==> src/rtl/lsc_pkg.sv <==
package lsc_pkg;
    localparam int NCH = 2;

    typedef enum logic {
        MODE_PAR  = 1'b0,
        MODE_LOCK = 1'b1
    } mode_e;
endpackage

==> src/rtl/lsc_chan_health.sv <==
// Per-channel usability: a channel is usable this cycle when it has
// not failed before and does not flag a compare error now.
module lsc_chan_health (
    input  logic failed_q,
    input  logic err_i,
    output logic usable_o,
    output logic failed_d
);
    always_comb begin
        usable_o = !failed_q && !err_i;
        failed_d = failed_q || err_i;
    end
endmodule

==> src/rtl/lsc_lock_sel.sv <==
// Lock-step source selection and cross-channel comparison.
module lsc_lock_sel #(
    parameter int DW = 8
) (
    input  logic [1:0]    vld_i,
    input  logic [DW-1:0] dat0_i,
    input  logic [DW-1:0] dat1_i,
    input  logic [1:0]    usable_i,
    output logic          sel_vld_o,
    output logic [DW-1:0] sel_dat_o,
    output logic          mismatch_o,
    output logic          none_o
);
    always_comb begin
        sel_vld_o  = 1'b0;
        sel_dat_o  = '0;
        mismatch_o = 1'b0;
        none_o     = 1'b0;
        if (usable_i[0]) begin
            sel_vld_o = vld_i[0];
            sel_dat_o = dat0_i;
        end else if (usable_i[1]) begin
            sel_vld_o = vld_i[1];
            sel_dat_o = dat1_i;
        end else begin
            none_o = 1'b1;
        end
        if (usable_i[0] && usable_i[1]) begin
            mismatch_o = (vld_i[0] != vld_i[1]) ||
                         (vld_i[0] && (dat0_i != dat1_i));
        end
    end
endmodule

==> src/rtl/lsc_top.sv <==
module lsc_top
    import lsc_pkg::*;
#(
    parameter int DW = 8
) (
    input  logic              clk,
    input  logic              rst_n,
    input  logic              mode_sel,
    input  logic              mode_wr,
    input  logic              sched_idle,
    input  logic [1:0]        ch_vld,
    input  logic [2*DW-1:0]   ch_dat,
    input  logic [1:0]        ch_err,
    output logic [1:0]        out_vld,
    output logic [2*DW-1:0]   out_dat,
    output logic              lockstep_o,
    output logic [1:0]        ch_failed,
    output logic              fatal_o,
    output logic              xchk_err
);
    localparam int TOTW = NCH * DW;

    typedef struct packed {
        mode_e           mode;
        logic [NCH-1:0]  failed;
        logic            fatal;
        logic            xerr;
        logic [NCH-1:0]  ovld;
        logic [TOTW-1:0] odat;
    } state_t;

    state_t s_d, s_q;

    logic [NCH-1:0] usable;
    logic [NCH-1:0] failed_nx;
    logic           sel_vld;
    logic [DW-1:0]  sel_dat;
    logic           mismatch;
    logic           none_ok;

    for (genvar i = 0; i < NCH; i++) begin : g_health
        lsc_chan_health u_health (
            .failed_q (s_q.failed[i]),
            .err_i    (ch_err[i]),
            .usable_o (usable[i]),
            .failed_d (failed_nx[i])
        );
    end

    lsc_lock_sel #(.DW(DW)) u_sel (
        .vld_i      (ch_vld),
        .dat0_i     (ch_dat[DW-1:0]),
        .dat1_i     (ch_dat[2*DW-1:DW]),
        .usable_i   (usable),
        .sel_vld_o  (sel_vld),
        .sel_dat_o  (sel_dat),
        .mismatch_o (mismatch),
        .none_o     (none_ok)
    );

    always_comb begin
        s_d        = s_q;
        s_d.failed = failed_nx;
        s_d.xerr   = 1'b0;
        s_d.ovld   = '0;
        s_d.odat   = '0;

        if (s_q.mode == MODE_LOCK) begin
            s_d.fatal = s_q.fatal || none_ok;
            s_d.xerr  = mismatch && !s_d.fatal;
            if (sel_vld && !mismatch && !s_d.fatal) begin
                s_d.ovld[0]      = 1'b1;
                s_d.odat[DW-1:0] = sel_dat;
            end
        end else begin
            for (int i = 0; i < NCH; i++) begin
                if (ch_vld[i] && usable[i] && !s_q.fatal) begin
                    s_d.ovld[i]          = 1'b1;
                    s_d.odat[i*DW +: DW] = ch_dat[i*DW +: DW];
                end
            end
        end

        if (mode_wr && sched_idle) begin
            s_d.mode = mode_e'(mode_sel);
            s_d.ovld = '0;
            s_d.odat = '0;
            s_d.xerr = 1'b0;
        end
    end

    always_ff @(posedge clk or negedge rst_n) begin
        if (!rst_n) begin
            s_q <= '{mode: MODE_LOCK, failed: '0, fatal: 1'b0,
                     xerr: 1'b0, ovld: '0, odat: '0};
        end else begin
            s_q <= s_d;
        end
    end

    assign out_vld    = s_q.ovld;
    assign out_dat    = s_q.odat;
    assign lockstep_o = (s_q.mode == MODE_LOCK);
    assign ch_failed  = s_q.failed;
    assign fatal_o    = s_q.fatal;
    assign xchk_err   = s_q.xerr;
endmodule

==> config.mk <==
export PLATFORM = sky130hd
export DESIGN_NAME = lsc_top
export DESIGN_NICKNAME = d
export VERILOG_FILES = /design/src/rtl/lsc_pkg.sv /design/src/rtl/lsc_chan_health.sv /design/src/rtl/lsc_lock_sel.sv /design/src/rtl/lsc_top.sv
export SDC_FILE = /design/constraint.sdc
export NUM_CORES = 1
export LEC_CHECK = 0
export ABC_CLOCK_PERIOD_IN_PS = 3050
export BUFFER_PORTS_ARGS = -buffer_cell sky130_fd_sc_hd__buf_2
export CAP_MARGIN = 30
export CORE_MARGIN = 4
export CORE_UTILIZATION = 45
export DETAILED_ROUTE_END_ITERATION = 8
export GPL_TIMING_DRIVEN = 0
export PLACE_DENSITY = 0.74
export SLEW_MARGIN = 20
export SYNTH_ARGS = -nofsm -noshare
export SYNTH_HDL_FRONTEND = slang
export SYNTH_HIERARCHICAL = 1
export SYNTH_SLANG_ARGS = --single-unit
export TNS_END_PERCENT = 5
==> constraint.sdc <==
create_clock -name clk -period 3.05 [get_ports clk]
set_clock_uncertainty 0.05 [all_clocks]
set_input_delay 0.61 -clock clk [delete_from_list [all_inputs] [get_ports clk]]
set_output_delay 0.61 -clock clk [all_outputs]
set_load 0.02 [all_outputs]
Yosys cells after proc, flatten, opt, wreduce, memory -nomap -nowiden
Cells that the tools add are included.
W data, S select, Z words.
- output and inout port bits: 23
- input port bits: 25
- flip-flop bits (word level): 23
- multiplexer cells: 19
- reductions and logical operators: 23
- eq/ne operators: 2
- operator list (kind ; count):
    $mux W8 ; 7
    $mux W19 ; 1
    $logic_and A1 B1 Y1 ; 12
    $mux W1 ; 11
    $ne A8 B8 Y1 ; 1
    $logic_not A1 Y1 ; 7
    $logic_or A1 B1 Y1 ; 4
    $ne A1 B1 Y1 ; 1

Depth between registers and ports, before layout
- depth in word-level cells: 10
- gate-level depth with buffers: 7
- mapped depth without buffers: 5

Modules after synthesis
Netlist, hierarchy kept.
- by module, submodules not included (module ; area an instance (µm²) ; sequential area each (µm²) ; cells each ; times used):
    lsc_top ; 803.3 ; 576.8 ; 52 ; 1
    lsc_lock_sel ; 216.5 ; 0.0 ; 30 ; 1
    lsc_chan_health ; 10.0 ; 0.0 ; 2 ; 2

Worst setup path before layout
OpenSTA, ideal clock, no wires.
- path kind: input -> register
- start: in ch_err[0]
- end: reg s_q (netlist bit out_vld[0])
- data arrival time: 1.811 ns
- stages on the path: 7
- library setup time: 0.124 ns
- path slack: 1.065 ns
- cells stage by stage: nor2_1 > buf_4 > o211ai_1 > a31oi_1 > and4b_1 > buf_6 > or2_1
- RTL lines (element ; RTL line ; text):
    start, declared ; lsc_top.sv:13 ; input logic [1:0] ch_err,
    end signal, assigned ; lsc_top.sv:94 ; s_q <= '{mode: MODE_LOCK, failed: '0, fatal: 1'b0,
    end, declared ; lsc_top.sv:32 ; state_t s_d, s_q;

==> summary.md <==
| Metric | Value |
|---|---|
| Status | finished, final reports clean |
| Port bufs | 47 |
| Worst path slowest cell | nor2_1 |
| Most frequent cells in the layout | buf_2 (48), dfrtp_1 (22), a22o_1 (15), and2_1 (8), xor2_1 (7) |
| Detailed Route Iter0 Violations | 20 |
| Post-DRT Antenna Nets | 0 |
| Sw power | 114 uW |
| Max stage delay on crit path | 0.33 ns |
| H-tree depth | 1 |
| Final Hold Viols | 0 |
| I/O pin total | 48 |
| Crit path max fanout | 10 |
| # rows | 17 |
| Diodes inserted | 0 |
| DP HPWL | 1710 um |
| Final GP Congestion | 0.720 |
| Vias in the first global route | 858 |
| Fin crit share | 0.677 |
| Post-route insts no fill | 165 |
| Pre-CTS setup slack | 0.686 ns |
| Comb power frac | 0.097 |
| Synth Area per Inst | 12.1 sq um |
| Pint | 380 uW |
| First drt pass iteration count | 4 |
| Worst slew pin tran | 0.481 ns |
| Count of warnings emitted by yosys | 6 |
| Largest net degree at the start of global routing | 24 |
| Most common cell after layout, fill and taps aside | buf_2 |
| DR vias | 830 |
| Post-synth EDFFs | 0 |
| CP Capture Type | flip-flop |
| Hold_ws | 0.198 ns |
| Max Buffers Root-to-Sink | 2 |
| Slew Viols, Final | 0 |
| # hold bufs at CTS | 0 |
| Mapped Nets | 111 |
| P&R area growth vs syn | 28.5% |
| Rel. slew slack | 0.679 |
| Core area | 0.00221 sq mm |
| # nets final | 163 |
| Clock-pin slew on the worst setup and hold paths | 0.12 ns |
| GRT Total Usage | 0.148 |
| DRC Markers | 0 |
| Sequential-to-total area share from yosys stat | 0.555 |
| Instance area at placement | 0.00131 sq mm |
| Met1 Use GR | 0.189 |
| Avg WL per Cell | 13.3 um |
| CP Launch Type | input port |
| Initial core utilization | 0.470 |
| Layout cells sized above 1 | 0.445 |
| RSZ-0062 raised after global routing | false |
| Sw Share | 0.230 |
| Post-CTS Setup Repair Bufs | 0 |
| Max-cap violations | 0 |
| CP Class | in -> reg |
| Post-Syn Instances | 86 |
| Data required, critical path | 3.20 ns |
| Die area | 0.00314 sq mm |
| Achievable frequency | 484 MHz |
| Top cell type by total area after synthesis | dfrtp_1 |
| Grt total ovfl | 0 |
| WP data arrival | 2.21 ns |
| Synth area leaders | dfrtp_1 (53%), a22o_1 (13%), xor2_1 (5.9%) |
| Top_reg_cell synth | dfrtp_1 |
| Clk_lat worst skew | 0.30 ns |
| Final wirelength | 2200 um |
| Final instance area | 0.00134 sq mm |
| Top cell type's share of synthesized area | 0.529 |
| Die Y | 56.1 um |
| Setup WS post-layout | 0.984 ns |
| CTS buffer count | 3 |
| Netlist cell types | 25 |
| First-pass GRT wire length | 3710 um |
| Via-to-Cell Ratio | 5.03 |
| CTS Sinks | 23 |
| Leakage | 0.725 nW |
| Pwr dens | 370 mW/mm^2 |
| Ys async rst share | 1.00 |
| GRT busiest layer | met2 |
| PostCTS Resize Cnt | 0 |
| Final setup vio count | 0 |
| Die X | 56.1 um |
| CTS tree | done |
| M2 GR Usage | 0.235 |
| Sequential power share | 0.629 |
| Clk pwr share | 0.274 |
| Critical Path, Cell by Cell | buf_2, nor2_1, buf_4, o211ai_1, a31oi_1, and4b_1, buf_6, a22o_1 |
| VDD IR max | 0.300 mV |
| Post-Syn Area | 0.00104 sq mm |
| Setup tns final | 0 ns |
| Fin crit period | 2.07 ns |
| Worst Hold Class | in -> async |
| Root buf cell | clkbuf_4 |
| Util after Layout | 0.604 |
| Initial antenna violation count | 0 |
| Yosys reg bits | 23 |
| Post-route total power | 494 uW |
| Placed cell count | 161 |
| GR Util met3 | 0.0441 |
[power by group through the flow]
stage	clock (mW)	combinational, mW	sequential, mW
5_1_grt	0.154	0.0531	0.311
3_3_place_gp	0	0.0471	0.316
6_report	0.135	0.0477	0.311
4_1_cts	0.139	0.0485	0.311
3_5_place_dp	0	0.0483	0.316
2_1_floorplan	0	0.0129	0.319
[final cells by class]
| class | count | area, sq um |
|---|---|---|
| sequential | 23 | 577 |
| buffer | 5 | 38.8 |
| clock buffer | 4 | 26.3 |
| timing repair buffer | 47 | 235 |
| fill | 189 | 876 |
| multi-input combinational | 58 | 424 |
| tap | 28 | 35.0 |
[cell usage after synthesis, types with 2 or more instances]
| cell | number |
|---|---|
| nor2_1 | 3 |
| buf_4 | 3 |
| dfrtp_1 | 22 |
| nand2_1 | 5 |
| and2_1 | 8 |
| a22o_1 | 15 |
| and3_1 | 3 |
| or2_1 | 3 |
| o21ai_0 | 2 |
| xor2_1 | 7 |
[layer usage]
layer / vias to the layer above / wire length (um)
li1: 407 / -
met1: 383 / 915
met2: 38 / 1040
met3: 2 / 231
met4: 0 / 12
met5: - / 0
[critical path: cells and delay by family]
kind,cells,cell delay (ns)
AOI/OAI and AO/OA,3,0.54
buffers and inverters,3,0.49
and+or+nand+nor,2,0.57
[flip-flops by register name, indices dropped and copies added (netlist names)]
name        cells
ch_failed       2
fatal_o         1
lockstep_o      1
out_dat        16
out_vld         2
xchk_err        1
[logic make-up after synthesis]
group                  after synthesis  synth area share
AO/OA/AOI/OAI                       21             0.165
XOR/XNOR                             8            0.0674
buffers and inverters                5            0.0373
flip-flops                          23             0.555
multiplexers                         1            0.0108
AND/OR/NAND/NOR                     28             0.165
[worst paths after layout]
check | start | to | slack, ns | cells past startpoint
max | ch_err[0] | out_dat[6] | 0.98 | 8
min | rst_n | out_vld[1] | 0.20 | 1
max reg2reg | ch_failed[0] | out_dat[6] | 1.00 | 7
min reg2reg | ch_failed[0] | ch_failed[0] | 0.45 | 1
max in group asynchronous | rst_n | lockstep_o | 2.40 | 1
min in group clk | ch_failed[0] | ch_failed[0] | 0.45 | 1
Note: power is estimated with default switching activity, not from simulation.
